===== config.mk =====
export PLATFORM = sky130hd
export DESIGN_NAME = ilk_interlock
export DESIGN_NICKNAME = d
export VERILOG_FILES = /design/src/rtl/ilk_pkg.sv /design/src/rtl/ilk_scoreboard.sv /design/src/rtl/ilk_slot_fsm.sv /design/src/rtl/ilk_interlock.sv
export SDC_FILE = /design/constraint.sdc
export NUM_CORES = 1
export LEC_CHECK = 0
export BUFFER_PORTS_ARGS = -buffer_cell sky130_fd_sc_hd__clkbuf_2
export CORE_MARGIN = 3
export CORE_UTILIZATION = 45
export DETAILED_ROUTE_END_ITERATION = 6
export HOLD_SLACK_MARGIN = 0.03
export PLACE_DENSITY_LB_ADDON = 0.25
export SLEW_MARGIN = 10
export SYNTH_ARGS = -nofsm -noshare
export SYNTH_HDL_FRONTEND = slang
export SYNTH_SLANG_ARGS = --single-unit

===== constraint.sdc =====
create_clock -name clk -period 2.6 [get_ports clk]
set_input_delay 0.26 -clock clk [delete_from_list [all_inputs] [get_ports clk]]
set_output_delay 0.26 -clock clk [all_outputs]
set_load 0.02 [all_outputs]

===== src/rtl/ilk_pkg.sv =====
package ilk_pkg;

    typedef enum logic [2:0] {
        OP_NOP  = 3'd0,
        OP_INT  = 3'd1,
        OP_FALU = 3'd2,
        OP_LDD  = 3'd3,
        OP_STD  = 3'd4,
        OP_BR   = 3'd5
    } op_e;

    typedef enum logic {
        SL_RUN  = 1'b0,
        SL_SLOT = 1'b1
    } slot_e;

    function automatic int imax(input int a, input int b);
        return (a > b) ? a : b;
    endfunction

    // Remaining wait for one consumer use: the counter was loaded with the
    // producer's largest latency, so this use is clear once it reaches max-need.
    function automatic logic must_wait(input int cnt, input logic by_load,
                                       input int need_ld, input int need_alu,
                                       input int max_ld, input int max_alu);
        return by_load ? (cnt + need_ld > max_ld) : (cnt + need_alu > max_alu);
    endfunction

endpackage


===== src/rtl/ilk_scoreboard.sv =====
module ilk_scoreboard #(
    parameter int TAGW = 5,
    parameter int CW   = 2
) (
    input  logic            clk,
    input  logic            rst_n,
    input  logic            wr_en,
    input  logic [TAGW-1:0] wr_tag,
    input  logic [CW-1:0]   wr_cnt,
    input  logic            wr_ld,
    input  logic [TAGW-1:0] rd_a,
    input  logic [TAGW-1:0] rd_b,
    output logic [CW-1:0]   cnt_a,
    output logic [CW-1:0]   cnt_b,
    output logic            ld_a,
    output logic            ld_b
);
    localparam int NREG = 1 << TAGW;

    logic [CW-1:0] cnt_q [NREG];
    logic          ld_q  [NREG];

    for (genvar g = 0; g < NREG; g++) begin : g_reg
        always_ff @(posedge clk or negedge rst_n) begin
            if (!rst_n) begin
                cnt_q[g] <= '0;
                ld_q[g]  <= 1'b0;
            end else if (wr_en && wr_tag == TAGW'(g)) begin
                cnt_q[g] <= wr_cnt;
                ld_q[g]  <= wr_ld;
            end else if (cnt_q[g] != '0) begin
                cnt_q[g] <= cnt_q[g] - 1'b1;
            end
        end
    end

    assign cnt_a = cnt_q[rd_a];
    assign cnt_b = cnt_q[rd_b];
    assign ld_a  = ld_q[rd_a];
    assign ld_b  = ld_q[rd_b];
endmodule


===== src/rtl/ilk_slot_fsm.sv =====
module ilk_slot_fsm
    import ilk_pkg::*;
(
    input  logic clk,
    input  logic rst_n,
    input  logic issue,
    input  logic is_branch,
    output logic in_slot
);
    slot_e state_q, state_d;

    always_ff @(posedge clk or negedge rst_n) begin
        if (!rst_n) state_q <= SL_RUN;
        else        state_q <= state_d;
    end

    always_comb begin
        state_d = state_q;
        unique case (state_q)
            SL_RUN:  if (issue && is_branch) state_d = SL_SLOT;
            SL_SLOT: if (issue)              state_d = SL_RUN;
            default: state_d = SL_RUN;
        endcase
    end

    always_comb begin
        unique case (state_q)
            SL_SLOT: in_slot = 1'b1;
            default: in_slot = 1'b0;
        endcase
    end
endmodule


===== src/rtl/ilk_interlock.sv =====
module ilk_interlock
    import ilk_pkg::*;
#(
    parameter int TAGW    = 5,
    parameter int CNT_W   = 16,
    parameter int LAT_FF  = 3,
    parameter int LAT_FS  = 2,
    parameter int LAT_LF  = 1,
    parameter int LAT_LS  = 0,
    parameter int LAT_II  = 0
) (
    input  logic             clk,
    input  logic             rst_n,
    input  logic             ins_valid,
    input  logic [2:0]       ins_op,
    input  logic [TAGW-1:0]  dst_i,
    input  logic [TAGW-1:0]  src_a_i,
    input  logic [TAGW-1:0]  src_b_i,
    output logic             stall_o,
    output logic             in_slot_o,
    output logic [CNT_W-1:0] stall_total_o
);
    localparam int M_FALU = imax(LAT_FF, LAT_FS);
    localparam int M_LDD  = imax(LAT_LF, LAT_LS);
    localparam int M_ALL  = imax(imax(M_FALU, M_LDD), LAT_II);
    localparam int CW     = (M_ALL < 1) ? 1 : $clog2(M_ALL + 1);

    op_e op;
    assign op = op_e'(ins_op);

    logic use_ia, use_ib, use_fa, use_fb, fb_store;
    logic [CW-1:0] ic_a, ic_b, fc_a, fc_b;
    logic il_a, il_b, fl_a, fl_b;
    logic hazard, issue;
    logic int_we, fp_we;
    logic [CW-1:0] fp_load_val;

    always_comb begin
        use_ia = 1'b0; use_ib = 1'b0; use_fa = 1'b0; use_fb = 1'b0; fb_store = 1'b0;
        unique case (op)
            OP_INT:  begin use_ia = 1'b1; use_ib = 1'b1; end
            OP_FALU: begin use_fa = 1'b1; use_fb = 1'b1; end
            OP_LDD:  use_ia = 1'b1;
            OP_STD:  begin use_ia = 1'b1; use_fb = 1'b1; fb_store = 1'b1; end
            OP_BR:   use_ia = 1'b1;
            default: ;
        endcase
    end

    ilk_scoreboard #(.TAGW(TAGW), .CW(CW)) u_int_sb (
        .clk(clk), .rst_n(rst_n),
        .wr_en(int_we), .wr_tag(dst_i), .wr_cnt(CW'(LAT_II)), .wr_ld(1'b0),
        .rd_a(src_a_i), .rd_b(src_b_i),
        .cnt_a(ic_a), .cnt_b(ic_b), .ld_a(il_a), .ld_b(il_b)
    );

    ilk_scoreboard #(.TAGW(TAGW), .CW(CW)) u_fp_sb (
        .clk(clk), .rst_n(rst_n),
        .wr_en(fp_we), .wr_tag(dst_i), .wr_cnt(fp_load_val), .wr_ld(op == OP_LDD),
        .rd_a(src_a_i), .rd_b(src_b_i),
        .cnt_a(fc_a), .cnt_b(fc_b), .ld_a(fl_a), .ld_b(fl_b)
    );

    always_comb begin
        hazard = 1'b0;
        if (use_ia && must_wait(int'(ic_a), il_a, LAT_II, LAT_II, LAT_II, LAT_II)) hazard = 1'b1;
        if (use_ib && must_wait(int'(ic_b), il_b, LAT_II, LAT_II, LAT_II, LAT_II)) hazard = 1'b1;
        if (use_fa && must_wait(int'(fc_a), fl_a, LAT_LF, LAT_FF, M_LDD, M_FALU)) hazard = 1'b1;
        if (use_fb) begin
            if (fb_store) begin
                if (must_wait(int'(fc_b), fl_b, LAT_LS, LAT_FS, M_LDD, M_FALU)) hazard = 1'b1;
            end else begin
                if (must_wait(int'(fc_b), fl_b, LAT_LF, LAT_FF, M_LDD, M_FALU)) hazard = 1'b1;
            end
        end
    end

    assign stall_o     = ins_valid && hazard;
    assign issue       = ins_valid && !hazard;
    assign int_we      = issue && (op == OP_INT);
    assign fp_we       = issue && (op == OP_FALU || op == OP_LDD);
    assign fp_load_val = (op == OP_LDD) ? CW'(M_LDD) : CW'(M_FALU);

    always_ff @(posedge clk or negedge rst_n) begin
        if (!rst_n)       stall_total_o <= '0;
        else if (stall_o) stall_total_o <= stall_total_o + 1'b1;
    end

    ilk_slot_fsm u_slot (
        .clk(clk), .rst_n(rst_n),
        .issue(issue), .is_branch(op == OP_BR),
        .in_slot(in_slot_o)
    );
endmodule


# --- Yosys cells after proc, flatten, opt, wreduce, memory -nomap -nowiden ---
# Cells that the tools add are included.
totals:
  reg_bits: 177
  word_cells: 588
classes:
  addsub: 70
  order_cmp: 10
  n_eq_ne: 36
  muxes: 166
  bitwise_logic: 3
  reduce_logical: 205
op_table:
  columns: ["op", "count"]
  rows:
  - ["$mux 2", 137]
  - ["$reduce_bool 2->1", 128]
  - ["$sub 2x1->2 const B", 64]
  - ["$eq 5x5->1 const B", 16]
  - ["$logic_and 1x1->1", 72]
  - ["$bmux 2 s5", 4]
  - ["$eq 5x4->1 const B", 8]
  - ["$mux 1", 22]
  - ["$eq 5x3->1 const B", 4]
  - ["$add 16x1->16 const B", 1]
  - ["$ge 6x6->1 const B", 2]
  - ["$not 5->6", 2]
  - ["$bmux 1 s5", 2]
  - ["$eq 5x2->1 const B", 2]
  - ["$add 2x2->3 const B", 3]
  - ["$gt 3x2->1 const B", 3]
  - ["$add 2x1->3 const B", 2]
  - ["$eq 3x2->1 const B", 2]
  - ["$eq 3x3->1 const B", 2]
  - ["$gt 2x1->1 const B", 3]
  - ["$gt 3x1->1 const B", 2]
  - ["$eq 5x1->1 const B", 1]
  - ["$logic_not 5->1", 1]
  - ["$reduce_or 4->1", 1]
  - ["other kinds (6)", 6]

# --- Longest topological paths before layout ---
depth:
  ltp_word: 17
  mapped_depth: 13
  depth_no_buf: 8

# --- Hierarchy ---
# A second synthesis with hierarchy kept.
unflattened:
  cells_unflattened: 1111
  hier_area_um2: 13924.6
by_module_without_submodules:
  columns: ["mod", "instances", "cells_per_inst", "area_each_um2", "seq_area_each_um2"]
  rows:
  - ["ilk_scoreboard (u_fp_sb)", 1, 509, 6510.0, 2402.3]
  - ["ilk_scoreboard (u_int_sb)", 1, 508, 6482.5, 2402.3]
  - ["ilk_interlock", 1, 91, 893.4, 400.4]
  - ["ilk_slot_fsm", 1, 3, 38.8, 25.0]

# --- Least setup slack after synthesis ---
# Ideal clock, no wire load.
synth_path:
  path_type: "in2reg"
  start: "input port src_a_i[0]"
  end: "register stall_total_o[1]"
  arrival_ps: 2519
  required_time_ps: 2475
  path_slack_ps: -44
  stages: 8
  path_cell_list: "buf_2 mux4_2 mux4_2 nand4bb_1 o211ai_1 nor4_4 or3_4 mux2_4"
synth_via:
  elab_chain_cells: 13
synth_rtl:
  columns: ["item", "line", "source"]
  rows:
  - ["start: declaration", "ilk_interlock.sv:17", "input logic [TAGW-1:0] src_a_i,"]
  - ["$not 5->6 (implied by the code) *", "ilk_scoreboard.sv:37, ilk_scoreboard.sv:39", null]
  - ["$bmux 2 s5", "ilk_scoreboard.sv:37", "assign cnt_a = cnt_q[rd_a];"]
  - ["$mux 2 (implied by the code) (2 in series)", "ilk_scoreboard.sv:37", null]
  - ["$add 2x2->3, or another cell as far along", "ilk_pkg.sv:26", "return by_load ? (cnt + need_ld > max_ld) : (cnt + need_alu > max_alu);"]
  - ["$gt 3x2->1, or another cell as far along", "ilk_pkg.sv:26", null]
  - ["$mux 1, on equally long branches", "ilk_pkg.sv:26, ilk_interlock.sv:66", null]
  - ["$logic_and 1x1->1 or $mux 1 (tied branches)", "ilk_interlock.sv:68, ilk_interlock.sv:67", null]
  - ["$mux 1 *", "ilk_interlock.sv:68", "if (use_fa && must_wait(int'(fc_a), fl_a, LAT_LF, LAT_FF, M_LDD, M_FALU)) hazard = 1'b1;"]
  - ["$mux 1, on equally long branches", "ilk_interlock.sv:73, ilk_interlock.sv:71", null]
  - ["$mux 1", "ilk_interlock.sv:70", "if (fb_store) begin"]
  - ["$mux 1 *", "ilk_interlock.sv:69", "if (use_fb) begin"]
  - ["$logic_and 1x1->1 *", "ilk_interlock.sv:78", "assign stall_o = ins_valid && hazard;"]
  - ["end signal: assignment", "ilk_interlock.sv:86", "else if (stall_o) stall_total_o <= stall_total_o + 1'b1;"]
  - ["end: declaration", "ilk_interlock.sv:21", "output logic [CNT_W-1:0] stall_total_o"]
# Every way passes the cells marked *; elsewhere a longest branch is shown, timed or not. The select of a mux whose other input is x is not followed.
# A chain may end at the register's enable or synchronous reset.

# --- Final worst setup path ---
layout_path:
  start: "register u_int_sb.cnt_q[11] in the netlist's numbering"
  end: "output port stall_o"
layout_via:
  elab_chain_cells: 12
layout_rtl:
  columns: ["item", "line", "source"]
  rows:
  - ["start: declaration", "ilk_scoreboard.sv:20", "logic [CW-1:0] cnt_q [NREG];"]
  - ["start signal: indexed assignment", "ilk_scoreboard.sv:29", "cnt_q[g] <= wr_cnt;"]
  - ["start signal: indexed assignment", "ilk_scoreboard.sv:32", "cnt_q[g] <= cnt_q[g] - 1'b1;"]
  - ["$bmux 2 s5", "ilk_scoreboard.sv:37", null]
  - ["$mux 2 (implied by the code) (2 in series)", "ilk_scoreboard.sv:37", null]
  - ["$gt 2x1->1", "ilk_pkg.sv:26", null]
  - ["$logic_and 1x1->1", "ilk_interlock.sv:66", "if (use_ia && must_wait(int'(ic_a), il_a, LAT_II, LAT_II, LAT_II, LAT_II)) hazard = 1'b1;"]
  - ["$mux 1", "ilk_interlock.sv:66", null]
  - ["$mux 1 *", "ilk_interlock.sv:67", "if (use_ib && must_wait(int'(ic_b), il_b, LAT_II, LAT_II, LAT_II, LAT_II)) hazard = 1'b1;"]
  - ["$mux 1 *", "ilk_interlock.sv:68", null]
  - ["$mux 1, on equally long branches", "ilk_interlock.sv:73, ilk_interlock.sv:71", null]
  - ["$mux 1", "ilk_interlock.sv:70", null]
  - ["$mux 1 *", "ilk_interlock.sv:69", null]
  - ["$logic_and 1x1->1 *", "ilk_interlock.sv:78", null]
  - ["end: declaration", "ilk_interlock.sv:19", "output logic stall_o,"]
# Marks and branches as above.

==> results.yml <==
outcome:
  run_status: "finished, violations left"
  violations: "negative setup slack"
critical_path:
  worstSetupPathType: "reg -> out"
  crit_arrival_ps: 2930
  worstPathCellList: "nor2_1 -> a2111oi_1 -> nor4_1 -> o22a_1 -> and2_1 -> a41o_1 -> or3_4 -> inv_2 -> buf_8"
  crit_fanout: 2
  cp-end-kind: "primary output"
  slowest_stage: "a2111oi_1"
  cpPeakStageDelay_ps: 570
  worstPathRequired_ps: 2340
  startpoint_type: "flip-flop"
pwr:
  p_clk_frac: 0.171
  power_w: 0.0157
  switchingPower_w: 0.00639
  seqPwrFrac: 0.284
  ir_worst_vdd_uv: 674
  p_int_w: 0.00935
  powerDensity_mw_per_mm2: 1210
  combPwrFrac: 0.545
  swShare: 0.406
  p_leak_nw: 6.19
floorplanning:
  ios: 39
  die-height_um: 151
  dieArea_mm2: 0.0227
  initial_core_util: 0.462
  num_rows: 52
  fp.dieW_um: 151
  core_area_mm2: 0.0204
global_route:
  grt_max_degree: 47
  grt_pass1_vias: 8196
  antenna_found_initial: 0
  grt_pass1_wl_um: 43300
  grtUsageTotal: 0.249
  gr-total-overflow: 0
sta:
  min_period_ps: 3190
  hold_viol: 0
  tightest_slew_ps: 1320
  finalWorstSetupSlack_ps: -593
  setup_viol: 146
  finalMaxSlewViolations: 0
  slew_headroom: 0.115
  fin_crit_sh: 1.23
  rsz0062_at_grt: "yes"
  finClkSkew_ps: 10.4
  max_freq_mhz: 313
final_layout:
  nFillCells: 1650
  syn_to_final_growth_pct: 37.9
  antenna_cells: 0
  fin_util: 0.637
  final_layout_size_suffix_gt1_frac: 0.358
  num-nets-final: 1321
synthesis:
  synth_edf_count: 0
  synth-seq-cells: 145
  yosys.area_share.adder: 0.0862
  yosysTopAreaCellShare: 0.385
  yosys_warnings: 0
  ys.flop_type: "dfrtp_1"
  synth.distinct_cells: 57
  yosys.area.top_type: "dfrtp_1"
  syn_inst: 1032
  synth_area_mm2: 0.00944
  synth_xor_area_frac: 0.0733
  synthArstFlopShare: 1.00
  synth_area_leaders: "dfrtp_1, ha_1, xor2_1"
  syn_nets: 1118
  synth-seq-area-share: 0.385
  synth_top_family_by_area: "simple AND/OR/NAND/NOR gates"
  synth_compound_area_frac: 0.118
  syn_area_per_cell_um2: 9.14
  synth_mux_area_frac: 0.0842
  yosys.area_share.simple: 0.174
drt:
  drt_iter0_drc: 513
  drcViolationCount: 0
  ant_nets: 0
  drtPass1Iterations: 5
  drt-total-wl_um: 28600
  wl_per_cell_um: 18.8
  vias: 8544
  routed_via_density: 5.63
placement:
  gp_congestion: 0.876
  port_buffers: 38
  dpl.hpwl_um: 18500
run:
  cap_violations: 0
clock_tree:
  clk_pin_slew_ps: 60
  htree_num_levels: 4
  cts_buffer_depth: 2
  cts_tree: "done"
  cts_buffers: 17
  worst_skew_pair.late_latency_ps: 440
  cts_root_buffer: "clkbuf_16"
  clock_sinks: 145
hold_path:
  worstHoldPathType: "in -> reg"
==> cell type report <==
class                   count  area [um^2]  area share
flip-flops and latches    145         3630       0.279
well taps                 270          338      0.0260
multi-input cells         712         5950       0.458
repair buffers            226         1950       0.150
clock inverters            14          204      0.0157
clock buffers              18          439      0.0338
inverters                 133          499      0.0384
==> power groups by stage <==
stage | Combinational (W) | Sequential, W | Clock (W)
after detailed placement | 0.00729 | 0.00441 | 0
after floorplan | 0.00484 | 0.00442 | 0
after CTS | 0.00788 | 0.00440 | 0.00273
final | 0.00857 | 0.00447 | 0.00270
after global placement | 0.00696 | 0.00439 | 0
after global routing | 0.00964 | 0.00459 | 0.00284
==> final timing paths <==
check                                    from            endpoint  slack, ps  cells after the start
min in group asynchronous               rst_n    stall_total_o[8]        320                      2
max in group asynchronous               rst_n  u_int_sb.cnt_q[14]       1510                      3
hold / removal                      ins_valid      u_slot.state_q        210                      3
setup / recovery           u_int_sb.cnt_q[11]             stall_o       -590                      9
setup reg to reg           u_int_sb.cnt_q[11]    stall_total_o[1]       -400                     10
hold reg to reg             stall_total_o[15]   stall_total_o[15]        480                      1
==> metal layers <==
metal	vias up	global-route usage	wire length [um]
met5	-	0	0
met3	81	0.0557	1960
li1	3975	-	-
met2	317	0.409	13900
met4	0	0.110	1180
met1	4171	0.315	11600
==> placed cells by master, fill, tap and decap left out, types with 4 or more instances in the layout <==
cell type | synthesis | final
nand2b_1 | 10 | 10
nor2_2 | 0 | 9
mux2i_1 | 34 | 34
a21oi_1 | 130 | 66
nor2b_1 | 9 | 9
ha_1 | 65 | 65
buf_4 | 17 | 158
nor4_4 | 2 | 4
buf_6 | 2 | 8
a21oi_2 | 0 | 59
a211oi_1 | 29 | 28
nand2_1 | 46 | 20
a2111oi_0 | 6 | 4
nor4_1 | 11 | 7
a21oi_4 | 0 | 5
nor3_1 | 40 | 37
and3_1 | 4 | 4
mux4_2 | 19 | 19
clkbuf_2 | 0 | 36
nand3_1 | 42 | 10
clkinvlp_4 | 0 | 5
buf_12 | 0 | 15
buf_16 | 0 | 4
xor2_1 | 77 | 77
nor2_1 | 122 | 113
nand3_4 | 0 | 32
nor4_2 | 10 | 12
bufinv_16 | 0 | 4
inv_1 | 132 | 131
clkbuf_16 | 0 | 18
dfrtp_1 | 145 | 144
nand2_2 | 1 | 27
==> critical path: cells and delay by family (launching register included) <==
kind                   cells  cell delay, ps
AND/OR/NAND/NOR            4             820
buffers and inverters      2             170
flip-flops                 1             350
AO/OA/AOI/OAI              3            1140
==> kinds of logic after synthesis <==
| kind of cell | Yosys count |
|---|---|
| buffers and inverters | 175 |
| AND/OR/NAND/NOR | 323 |
| adder cells (fa/ha/maj) | 65 |
| AO/OA/AOI/OAI | 190 |
| flip-flops | 145 |
| multiplexers | 55 |
| XOR/XNOR | 79 |
==> state kept, by name, summed over array words and instances, names as in the netlist <==
register and cells:
u_int_sb.cnt_q 64, u_slot.state_q 1, u_fp_sb.cnt_q 64, stall_total_o 16
==> metrics by stage <==
stage / instance area (um^2) / setup slack (ps) / hold WS, ps / cells / TNS (ps)
floorplan: 9440 / 13.5 / -35.6 / 1032 / 0
global placement: 11000 / -397 / 228 / 1461 / -42880
detailed placement: 11000 / -426 / 229 / 1461 / -45760
CTS: 12600 / -498 / 189 / 1514 / -16630
global route: 13000 / -625 / 198 / 1518 / -40340
finish: 13000 / -593 / 207 / 1518 / -31080
==> Yosys cell counts, drive strengths merged, types with 5 or more instances <==
cell	instances
a21oi	130
nand3	42
nor4	23
mux2i	34
o311ai	5
inv	132
o21ai	5
dfrtp	145
buf	34
a2111oi	6
mux4	19
xor2	77
nor4b	6
nand2	47
a211oi	29
nor3	40
clkbuf	8
ha	65
nor2b	9
nand2b	10
nor2	122
==> repair_timing <==
action | 4_1_cts | 5_1_grt
endpoints found under the hold margin | 42 | 0
resized for setup | 126 | 117
setup buffers | 12 | 9
gates cloned | 8 | 1
endpoints found under the setup margin | 135 | 146
hold buffers | 1 | 0
pin swaps | 35 | 58
Power figures use the tool's default switching activity.
